[src/rtl/dbpwm_pkg.sv]
package dbpwm_pkg;
   typedef enum logic {
      SEL_PERIOD = 1'b0,
      SEL_DUTY   = 1'b1
   } dbpwm_sel_e;

   localparam int NUM_SETTINGS = 2;
endpackage

[src/rtl/dbpwm_dbreg.sv]
module dbpwm_dbreg #(
   parameter int W = 8
) (
   input  logic         clk,
   input  logic         rst_n,
   input  logic         wr_en,
   input  logic [W-1:0] wr_data,
   input  logic         direct,
   input  logic         load,
   output logic [W-1:0] buf_q,
   output logic [W-1:0] act_q
);
   always_ff @(posedge clk or negedge rst_n) begin
      if (!rst_n) begin
         buf_q <= '0;
         act_q <= '0;
      end else begin
         if (wr_en) buf_q <= wr_data;
         if (wr_en && direct)  act_q <= wr_data;
         else if (load)        act_q <= buf_q;
      end
   end

   AST_ACT_HOLD: assert property (@(posedge clk) disable iff (!rst_n)
      (!load && !(wr_en && direct)) |=> $stable(act_q));
   AST_DIRECT_WRITE: assert property (@(posedge clk) disable iff (!rst_n)
      (wr_en && direct) |=> (act_q == $past(wr_data)));
endmodule

[src/rtl/dbpwm_counter.sv]
module dbpwm_counter #(
   parameter int W          = 8,
   parameter bit HAS_CENTER = 1'b1
) (
   input  logic         clk,
   input  logic         rst_n,
   input  logic         run,
   input  logic         tick,
   input  logic         center,
   input  logic [W-1:0] period,
   output logic [W-1:0] cnt_q,
   output logic         up_q,
   output logic         eop
);
   localparam logic [W-1:0] ONE = W'(1);

   logic         center_eff;
   logic [W-1:0] cnt_d;
   logic         up_d;

   generate
      if (HAS_CENTER) begin : g_center
         assign center_eff = center;
      end else begin : g_edge_only
         assign center_eff = 1'b0;
      end
   endgenerate

   always_comb begin
      cnt_d = cnt_q;
      up_d  = up_q;
      eop   = 1'b0;
      if (!run) begin
         cnt_d = '0;
         up_d  = 1'b1;
      end else if (tick) begin
         if (period == '0) begin
            cnt_d = '0;
            up_d  = 1'b1;
            eop   = 1'b1;
         end else if (!center_eff) begin
            up_d = 1'b1;
            if (cnt_q >= period - ONE) begin
               cnt_d = '0;
               eop   = 1'b1;
            end else begin
               cnt_d = cnt_q + ONE;
            end
         end else if (up_q) begin
            if (cnt_q >= period) begin
               if (period == ONE) begin
                  cnt_d = '0;
                  eop   = 1'b1;
               end else begin
                  cnt_d = period - ONE;
                  up_d  = 1'b0;
               end
            end else begin
               cnt_d = cnt_q + ONE;
            end
         end else begin
            if (cnt_q <= ONE) begin
               cnt_d = '0;
               up_d  = 1'b1;
               eop   = 1'b1;
            end else begin
               cnt_d = cnt_q - ONE;
            end
         end
      end
   end

   always_ff @(posedge clk or negedge rst_n) begin
      if (!rst_n) begin
         cnt_q <= '0;
         up_q  <= 1'b1;
      end else begin
         cnt_q <= cnt_d;
         up_q  <= up_d;
      end
   end

   AST_NO_TICK_HOLD: assert property (@(posedge clk) disable iff (!rst_n)
      (run && !tick) |=> $stable(cnt_q));
   AST_CNT_IN_RANGE: assert property (@(posedge clk) disable iff (!rst_n)
      (run && period != '0) |-> (cnt_q <= period));
endmodule

[src/rtl/dbpwm_outgen.sv]
module dbpwm_outgen #(
   parameter int W = 8
) (
   input  logic         run,
   input  logic         up,
   input  logic [W-1:0] cnt,
   input  logic [W-1:0] period,
   input  logic [W-1:0] duty,
   input  logic         start_high,
   output logic         pwm
);
   logic in_window;
   logic active;

   always_comb begin
      in_window = up ? (cnt < duty) : (cnt <= duty);
      active    = run && ((period == '0) || (duty >= period) || in_window);
      pwm       = active ? start_high : ~start_high;
   end
endmodule

[src/rtl/dbpwm_channel.sv]
module dbpwm_channel
   import dbpwm_pkg::*;
#(
   parameter int W          = 8,
   parameter bit HAS_CENTER = 1'b1
) (
   input  logic         clk,
   input  logic         rst_n,
   input  logic         reg_addr,
   input  logic         reg_we,
   input  logic [7:0]   reg_wdata,
   output logic [7:0]   reg_rdata,
   input  logic         chan_en,
   input  logic         tick,
   input  logic         center_mode,
   input  logic         start_high,
   output logic         pwm_out
);
   localparam int DW = 8;

   generate
      if (W != DW) begin : g_bad_width
         $error("dbpwm_channel: W must match the 8-bit bus");
      end
   endgenerate

   logic [W-1:0] buf_q [NUM_SETTINGS];
   logic [W-1:0] act_q [NUM_SETTINGS];
   logic         en_q;
   logic         eop;
   logic         load;
   logic [W-1:0] cnt;
   logic         up;

   always_ff @(posedge clk or negedge rst_n) begin
      if (!rst_n) en_q <= 1'b0;
      else        en_q <= chan_en;
   end

   assign load = eop | (chan_en & ~en_q);

   generate
      for (genvar i = 0; i < NUM_SETTINGS; i++) begin : g_set
         dbpwm_dbreg #(.W(W)) u_reg (
            .clk     (clk),
            .rst_n   (rst_n),
            .wr_en   (reg_we && (reg_addr == i[0])),
            .wr_data (reg_wdata),
            .direct  (~chan_en),
            .load    (load),
            .buf_q   (buf_q[i]),
            .act_q   (act_q[i])
         );
      end
   endgenerate

   assign reg_rdata = (dbpwm_sel_e'(reg_addr) == SEL_PERIOD) ? buf_q[SEL_PERIOD] : buf_q[SEL_DUTY];

   dbpwm_counter #(.W(W), .HAS_CENTER(HAS_CENTER)) u_cnt (
      .clk    (clk),
      .rst_n  (rst_n),
      .run    (chan_en),
      .tick   (tick),
      .center (center_mode),
      .period (act_q[SEL_PERIOD]),
      .cnt_q  (cnt),
      .up_q   (up),
      .eop    (eop)
   );

   dbpwm_outgen #(.W(W)) u_out (
      .run        (chan_en),
      .up         (up),
      .cnt        (cnt),
      .period     (act_q[SEL_PERIOD]),
      .duty       (act_q[SEL_DUTY]),
      .start_high (start_high),
      .pwm        (pwm_out)
   );

   AST_STOPPED_IDLE: assert property (@(posedge clk) disable iff (!rst_n)
      !chan_en |-> (pwm_out == ~start_high));
   AST_ZERO_PERIOD_ACTIVE: assert property (@(posedge clk) disable iff (!rst_n)
      (chan_en && act_q[SEL_PERIOD] == '0) |-> (pwm_out == start_high));
   AST_DUTY_ZERO_IDLE: assert property (@(posedge clk) disable iff (!rst_n)
      (chan_en && act_q[SEL_PERIOD] != '0 && act_q[SEL_DUTY] == '0) |-> (pwm_out == ~start_high));
endmodule

[config.mk]
export PLATFORM = sky130hd
export DESIGN_NAME = dbpwm_channel
export DESIGN_NICKNAME = d
export VERILOG_FILES = /design/src/rtl/dbpwm_pkg.sv /design/src/rtl/dbpwm_dbreg.sv /design/src/rtl/dbpwm_counter.sv /design/src/rtl/dbpwm_outgen.sv /design/src/rtl/dbpwm_channel.sv
export SDC_FILE = /design/constraint.sdc
export NUM_CORES = 1
export LEC_CHECK = 0
export BUFFER_PORTS_ARGS = -buffer_cell sky130_fd_sc_hd__buf_2
export CAP_MARGIN = 20
export CORE_MARGIN = 1
export CORE_UTILIZATION = 45
export CTS_BUF_LIST = sky130_fd_sc_hd__clkbuf_8
export DETAILED_ROUTE_END_ITERATION = 8
export PLACE_DENSITY_LB_ADDON = 0.15
export SKIP_LAST_GASP = 1
export SLEW_MARGIN = 20
export SYNTH_ARGS = -nofsm -noshare
export SYNTH_HDL_FRONTEND = slang
export SYNTH_SLANG_ARGS = --single-unit
[constraint.sdc]
create_clock -name clk -period 7.1 [get_ports clk]
set_input_delay 2.13 -clock clk [delete_from_list [all_inputs] [get_ports clk]]
set_output_delay 2.13 -clock clk [all_outputs]
set_load 0.05 [all_outputs]
* Word level (Yosys, flattened, before mapping)
Cells that the tools add are included.
** Storage, ports and cells
- Word-level logic and storage cells :: 65
- Output and inout port bits :: 9
- Bits in registers :: 42
- Bits of input ports :: 16
** Operators by class
- $add $sub $neg :: 3
- Mux-type cells :: 31
- Bitwise operators :: 6
- Equal/unequal tests :: 2
- Reductions and logical operators :: 10
- Magnitude comparators :: 6
** Operators with widths (number)
- 2-to-1 mux 8 bit :: 14
- greater-or-equal comparator 8 bit :: 3
- 2-to-1 mux 1 bit :: 17
- subtractor 8 x 1 -> 8 bit (second input constant) :: 2
- adder 8 x 1 -> 8 bit (second input constant) :: 1
- == test 8 x 1 -> 1 bit (second input constant) :: 1
- <= comparator 8 x 1 -> 1 bit (second input constant) :: 1
- <= comparator 8 bit :: 1
- zero test 8 bit :: 1
- < comparator 8 bit :: 1
- logical AND 1 bit :: 5
- inverter 1 bit :: 4
- nonzero test 2 bit :: 2
- logical OR 1 bit :: 2
- != test 2 x 1 -> 1 bit (second input constant) :: 1
- bitwise AND 1 bit :: 1
- OR 1 bit :: 1

* Depth between registers and ports, before layout
Gate-level depths: netlist (run 1).
- Depth in word-level cells :: 11
- Gate-level depth with buffers :: 12

* Cells and area by module
Synthesis (run 1) repeated with hierarchy kept, for this count alone.
** Unflattened totals
- Cell total of the unflattened synthesis :: 379
- Area, all modules :: 3623.5 um^2
** By module, submodules not included
- dbpwm_counter :: seq. area each 226.5 um^2, cells an instance 200, area an instance 1519.0 um^2, times used 1
- dbpwm_dbreg :: seq. area each 400.4 um^2, cells an instance 54, area an instance 744.5 um^2, times used 2
- dbpwm_outgen :: seq. area each 0.0 um^2, cells an instance 57, area an instance 431.7 um^2, times used 1
- dbpwm_channel :: seq. area each 25.0 um^2, cells an instance 14, area an instance 183.9 um^2, times used 1

* Worst setup path after synthesis (run 1)
No wires, ideal clock.
- Kind :: input-to-output
- Start point :: input chan_en
- End point :: output pwm_out
- Arrival :: 3.500 ns
- Buffers on the path :: 2
- Cell stages on the path :: 5
- Path slack :: 1.470 ns
- Data required time :: 4.970 ns
- Cell sequence :: clkbuf_1 -> buf_2 -> o21ai_0 -> o211ai_1 -> xnor2_1
** Between the ends
- Word-level cells in the longest chain between the ends :: 2
** Ends and longest elaborated chain
- start, declared :: line dbpwm_channel.sv:13 : input logic chan_en,
- logical AND 1 bit :: line dbpwm_outgen.sv:17 : active = run && ((period == '0) || (duty >= period) || in_window);
- 2-to-1 mux 1 bit :: line dbpwm_outgen.sv:18 : pwm = active ? start_high : ~start_high;
- end, declared :: line dbpwm_channel.sv:17 : output logic pwm_out
Every way passes these cells.

* Worst setup path in the final report (run 1)
Same ends and word-level chain as after synthesis.

==> metrics.txt, run 1 <==
status=finished clean; Crit path arrival time=3.07 ns; Clock Skew=between 0.006 and 0.007 ns; via count=between 3000 and 4000; final setup violation count=0; clock transition at the registers of the reported paths=approximately 0.09 ns; TritonCTS Buffers=5; Avg Cell Area, Syn=between 9 and 10 µm²; Max Cap Viol=0; Worst Hold Launch=g_set[1].u_reg.buf_q[0]; fin worst setup slack=1.90 ns; fill cell count=approximately 770; Fmax achieved=0.192 GHz; GRT Total Usage=between 20% and 30%; post-route ant nets=0; Crit path buffers/inverters=2; pin count of the biggest net entering global routing=43; Synthesis Warnings=0; DP Area=3770 µm²; top fanout value on the critical path=4; CP max-delay cell=buf_2; min Tclk post-route=approximately 5.2 ns; Post-Layout Cell Count=507; number of global-route vias before repair=3119; Post-synth EDFFs=0; Power Total=between 800 and 900 µW; ratio of cells with drive above 1 in the final layout=16.8%; Setup Buffers After CTS=0; top-count cell post-synth=dfrtp_1; CP Cell Sequence=buf_2 > o211ai_1 > a21o_1 > o211ai_1 > xnor2_1 > buf_2; initial core utilization=between 40% and 50%; largest cells by area after synthesis=dfrtp_1 (28%), ha_1 (13%), mux2_2 (7.4%); FF/Latch Area=1050 µm²; Placer Congestion=a little under 0.9; Longest Clk Path Bufs=2; slew margin rel.=a little under two fifths; # IOs=25; DRT iter0 DRCs=246; most area-hungry cell type in the Yosys netlist=dfrtp_1; CP startpoint kind=input port; Least-Margin Pin Slew=around 0.92 ns; Yosys top cell area share=28.1%; Port Buf Inserts=24; R2R setup slack=3.65 ns; cell count after placement=between 400 and 500; maximum vdd drop=about 0.13 mV; unrepaired setup endpoints after global routing=no; Hold Path End=g_set[1].u_reg.buf_q[0]; Setup WS pre-CTS=1.90 ns; hold path cells=1; DIE WIDTH=92.0 µm; Pleak=0.00167 µW; drt wl/cell=19.6 µm; Mapped Area=3650 µm²; number of cells on the worst reg-to-reg path=10; die footprint=8470 µm²; fin crit share=73.3%; DRC errors left=0; Pins Over Slew Limit=0; Mapped Nets=448; TritonCTS clock tree=built; final-stage net count=458; critical path's top delay family=buffers and inverters; die extent in y=92.0 µm; # clock sinks=42; footprint of the multi-input gates=2380 µm²; endpoint class of the critical path=output pin; Crit Path Category=in -> out; row count=32; R2R Path Start=g_set[0].u_reg.act_q[0]; Pre-antenna DRT Iters=6; Commonest cells post-synth=dfrtp_1 (41), ha_1 (38), nand3_1 (30), nand4_1 (25), mux2_2 (24); Area growth syn-to-layout=6.11%; main flop type after synthesis=dfrtp_1; PwrDens=~220 nW/µm²; CTS H-tree lvls=2; total gr overflow=0; hold buffers post-CTS=0; Async SR Flop Fraction=100%; Data required, critical path=4.97 ns; ant diodes=0; first-pass GRT wire length=16600 µm; Finished Cell Area=3870 µm²; Core Area=7770 µm²; sequential element share of the synthesized area=between 20 and 30%; Hold Vio Cnt, Final=0; Detail Placement HPWL=7400 µm; Reg-to-Reg End=u_cnt.cnt_q[1]; initial antenna violation count=0; root buf cell=clkbuf_8; total wire length=9960 µm; setup TNS=0 ns; CP max stage delay=0.28 ns; worst hold path type=reg -> reg; worst skew pair latency=0.30 ns; synth unique cells=60; Vias/cell=between 6 and 7; post-cts gate resize count=0; Syn Inst Count=just under 400; FF+latch count, synth=42
==> flip-flops by register name (all words and copies together) (netlist names) <==
signal	count
g_set.u_reg.act_q	16
g_set.u_reg.buf_q	16
u_cnt.cnt_q	8
u_cnt.up_q	1
en_q	1
==> cell type report <==
cell class | count | area share (%)
Clock buffer | 6 | 2.13
Clock inverter | 2 | 0.323
Inverter | 21 | 2.04
Multi-Input combinational cell | 308 | 61.5
Sequential cell | 42 | 27.2
Tap cell | 102 | 3.30
Timing Repair Buffer | 26 | 3.56
==> cells in the final DEF, fill, tap and decap left out, types with 2 or more instances in the layout <==
cell,synthesis,routed
dfrtp_1,41,41
ha_1,38,38
nand3_1,30,30
nand4_1,25,25
mux2_2,24,24
buf_2,7,23
inv_1,21,22
a21oi_1,20,20
o2111ai_1,18,18
a22oi_1,18,18
nor2_1,13,13
nand2_1,12,12
nor3_1,11,11
xnor2_1,9,9
o21ai_0,9,9
o211ai_1,7,7
and3_1,6,6
nand2b_1,6,6
clkbuf_8,0,6
o21a_1,5,5
o31ai_1,5,5
a21o_1,4,4
xor2_1,4,4
nor2b_1,3,3
a211o_1,3,3
mux2i_1,3,3
o311a_1,3,3
buf_4,3,3
nor3b_1,2,2
a2111oi_0,2,2
or3_1,2,2
a31o_2,2,2
or2_2,2,2
nor4_1,2,2
==> where the power goes <==
part / switching (µW) / total (µW) / internal, µW
combinational: 192 / 327 / 135
sequential: 61.6 / 339 / 278
clock: 89.4 / 169 / 79.1
total: 343 / 835 / 492
==> kinds of logic after synthesis <==
logic type / count (synthesis) / share of synthesized area (%)
AND/OR/NAND/NOR: 120 / 18.3
AO/OA/AOI/OAI: 110 / 22.5
buffers and inverters: 44 / 5.93
flip-flops: 42 / 28.9
adder cells (fa/ha/maj): 38 / 13.0
multiplexers: 27 / 8.23
XOR/XNOR: 13 / 3.12
==> how the worst max path moves through the flow <==
stage,to,startpoint,cells past startpoint
CTS,pwm_out,chan_en,6
floorplan,pwm_out,chan_en,5
detailed placement,pwm_out,chan_en,6
finish,pwm_out,chan_en,6
global placement,pwm_out,chan_en,6
global route,pwm_out,chan_en,6
==> routing by layer <==
metal / up-vias / track usage, % / wire [µm]
met5: - / 0 / 0
met1: 1583 / 37.3 / 4910
li1: 1567 / - / -
met3: 9 / 4.64 / 598
met4: 0 / 6.12 / 106
met2: 122 / 37.6 / 4350
==> metrics by stage <==
step           utilization, %  hold slack (ns)
5_1_grt                  49.8            0.567
6_report                 49.8            0.540
3_5_place_dp             48.6            0.522
2_1_floorplan               -            0.497
4_1_cts                  49.8            0.544
3_3_place_gp             48.5            0.516
Power figures use the tool's default switching activity.
==> inputs of run 2 (changes only) <==
--- a/config.mk
+++ b/config.mk
@@ -5,6 +5,7 @@
 export SDC_FILE = /design/constraint.sdc
 export NUM_CORES = 1
 export LEC_CHECK = 0
+export ABC_AREA = 1
 export BUFFER_PORTS_ARGS = -buffer_cell sky130_fd_sc_hd__buf_2
 export CAP_MARGIN = 20
 export CORE_MARGIN = 1
==> constraint.sdc (replaced) <==
create_clock -name clk -period 4.2 [get_ports clk]
set_input_delay 1.26 -clock clk [delete_from_list [all_inputs] [get_ports clk]]
set_output_delay 1.26 -clock clk [all_outputs]
set_load 0.05 [all_outputs]
==> run 2 against run 1 <==
Against the previous run: combinational power rose to 3.0 times the previous value; critical path depth rose by 3; sequential power rose by 73%; critical path type is now reg -> out; critical endpoint unchanged; highest routed layer unchanged.
==> metrics.txt, run 2 <==
sequential element share of the synthesized area=29.7%; GRT Total Usage=around a quarter; die extent in y=roughly 90 µm; Detail Placement HPWL=6810 µm; Post-Layout Cell Count=about 600; min Tclk post-route=approximately 3.6 ns; most area-hungry cell type in the Yosys netlist=dfrtp_1; top-count cell post-synth=nand2_1; Post-synth EDFFs=0; GR Util met3=3.28%; Data required, critical path=2.94 ns; PwrDens=502 nW/µm²; worst hold path type=reg -> reg; DIE WIDTH=90.8 µm; Mapped Area=3540 µm²; Hold Vio Cnt, Final=0; final setup violation count=0; clock transition at the registers of the reported paths=0.09 ns; die footprint=8240 µm²; Switching Share=47.6%; initial core utilization=47.6%; Final Util=around half; total wire length=9060 µm; Synthesis Warnings=0; Port Buf Inserts=24; CTS H-tree lvls=2; Global Route met1 Usage=28.4%; setup TNS=0 ns; CP Cell Sequence=ha_1 > a21oi_1 > a21oi_1 > nor3_1 > a22oi_1 > nand2_1 > nand3_1 > nand2_1 > buf_2; critical path's top delay family=flip-flops; CP startpoint kind=flop; # IOs=25; internal power=1000 µW; via count=approximately 3200; drt wl/cell=14.8 µm; pin count of the biggest net entering global routing=43; Least-Margin Pin Slew=between 0.8 and 0.9 ns; Pleak=0.00206 µW; TritonCTS Buffers=5; simple-gate area share of the yosys netlist=31.6%; top fanout value on the critical path=10; post-synthesis mux area share=0%; Commonest cells post-synth=nand2_1 (145), inv_1 (56), o21ai_0 (52), dfrtp_1 (41), ha_1 (38); Max Cap Viol=0; Fin Hold WS=0.498 ns; root buf cell=clkbuf_8; main flop type after synthesis=dfrtp_1; Longest Clk Path Bufs=2; fin crit share=84.9%; Pins Over Slew Limit=0; first-pass GRT wire length=15500 µm; number of global-route vias before repair=around 3200; Vias/cell=between 5 and 6; post-route ant nets=0; unrepaired setup endpoints after global routing=no; Pre-antenna DRT Iters=4; largest family of logic cells by synthesized area=simple AND/OR/NAND/NOR gates; Crit path arrival time=between 2 and 2.5 ns; GR Util met2=42.2%; Area growth syn-to-layout=7.59%; most frequent cells in the layout=nand2_1 (145), inv_1 (57), o21ai_0 (52); hold buffers post-CTS=0; Setup Buffers After CTS=0; Logic pwr share=51.7%; Avg Cell Area, Syn=7.13 µm²; TritonCTS clock tree=built; Yosys top cell area share=~29%; Adder-Cell Fraction of Synth Area=13.4%; maximum vdd drop=0.201 mV; row count=31; ratio of cells with drive above 1 in the final layout=12.1%; Top Registers=g_set.u_reg.act_q x16, g_set.u_reg.buf_q x16, u_cnt.cnt_q x8; most common cell after layout, fill and taps aside=nand2_1; endpoint class of the critical path=output pin; final-stage net count=567; CP max-delay cell=dfrtp_1; # clock sinks=42; Clock Skew=0.00899 ns; FF+latch count, synth=42; CP max stage delay=0.61 ns; fill cell count=~770; Clock Power Share=17.7%; DRT iter0 DRCs=94; sw power=911 µW; Async SR Flop Fraction=100%; GRT Max-Usage Layer=met2; DRC errors left=0; Crit Path Category=reg -> out; Post-Synth XOR/XNOR Area=3.21%; Placer Congestion=0.852; largest cells by area after synthesis=dfrtp_1 (29%), nand2_1 (15%), ha_1 (13%); Reg power frac=between 30% and 40%; Syn Inst Count=497; Core Area=between 7000 and 8000 µm²; initial antenna violation count=0; total gr overflow=0; Crit path buffers/inverters=1; synth unique cells=36; worst skew pair latency=0.31 ns; status=finished clean; ant diodes=0; Mapped Nets=551; post-cts gate resize count=0; Fmax achieved=0.281 GHz; slew margin rel.=46.2%; cell count after placement=605; Synth Area in Compound Gates=between 10 and 15%
[run 2: stage by stage]
stage                     worst slack (ns)  cell area (µm²)  total power, µW
after floorplan                      0.313             3540             1330
after global placement               0.926             3700             1550
final                                0.636             3810             1910
after detailed placement             0.925             3700             1580
after global routing                 0.423             3810             2090
after CTS                            0.617             3810             1920
[run 2: area by class of cell]
cell class	instances	area (µm²)	area share (%)
clock inverter	3	41.3	1.08
tap	99	124	3.25
sequential	42	1050	27.6
inverter	61	229	6.00
timing repair buffer	25	130	3.41
clock buffer	5	68.8	1.80
multi-input combinational	378	2170	56.9
[run 2: final timing paths]
check | start | to | slack, ns | cells past startpoint
setup / recovery | u_cnt.cnt_q[3] | pwm_out | 0.64 | 9
hold / removal | g_set[0].u_reg.buf_q[7] | g_set[0].u_reg.buf_q[7] | 0.50 | 2
setup reg to reg | g_set[0].u_reg.act_q[0] | g_set[1].u_reg.act_q[2] | 1.00 | 15
hold reg to reg | g_set[0].u_reg.buf_q[7] | g_set[0].u_reg.buf_q[7] | 0.50 | 2
max in group asynchronous | rst_n | g_set[1].u_reg.act_q[7] | 2.86 | 1
min in group asynchronous | rst_n | u_cnt.cnt_q[3] | 0.93 | 1
[run 2: tightest hold or removal path: cells and delay by family (launching register included)]
family | cells | cell delay [ns]
and+or+nand+nor | 1 | 0.05
AOI/OAI and AO/OA | 1 | 0.06
DFF | 1 | 0.35
[run 2: power groups by stage]
stage | clock [µW] | sequential [µW] | combinational [µW]
4_1_cts | 341 | 585 | 991
3_3_place_gp | 0 | 589 | 964
6_report | 338 | 587 | 990
5_1_grt | 360 | 596 | 1140
2_1_floorplan | 0 | 548 | 779
3_5_place_dp | 0 | 593 | 986
[run 2: logic make-up after synthesis]
group	Yosys count
fa+ha+maj	38
simple gates	241
compound gates	86
buf+inv	77
flops	42
xor+xnor	13
[run 2: routing by layer]
metal | vias up | wire length [µm]
li1 | 1661 | -
met1 | 1483 | 4100
met2 | 64 | 4530
met3 | 19 | 250
met4 | 0 | 180
met5 | - | 0
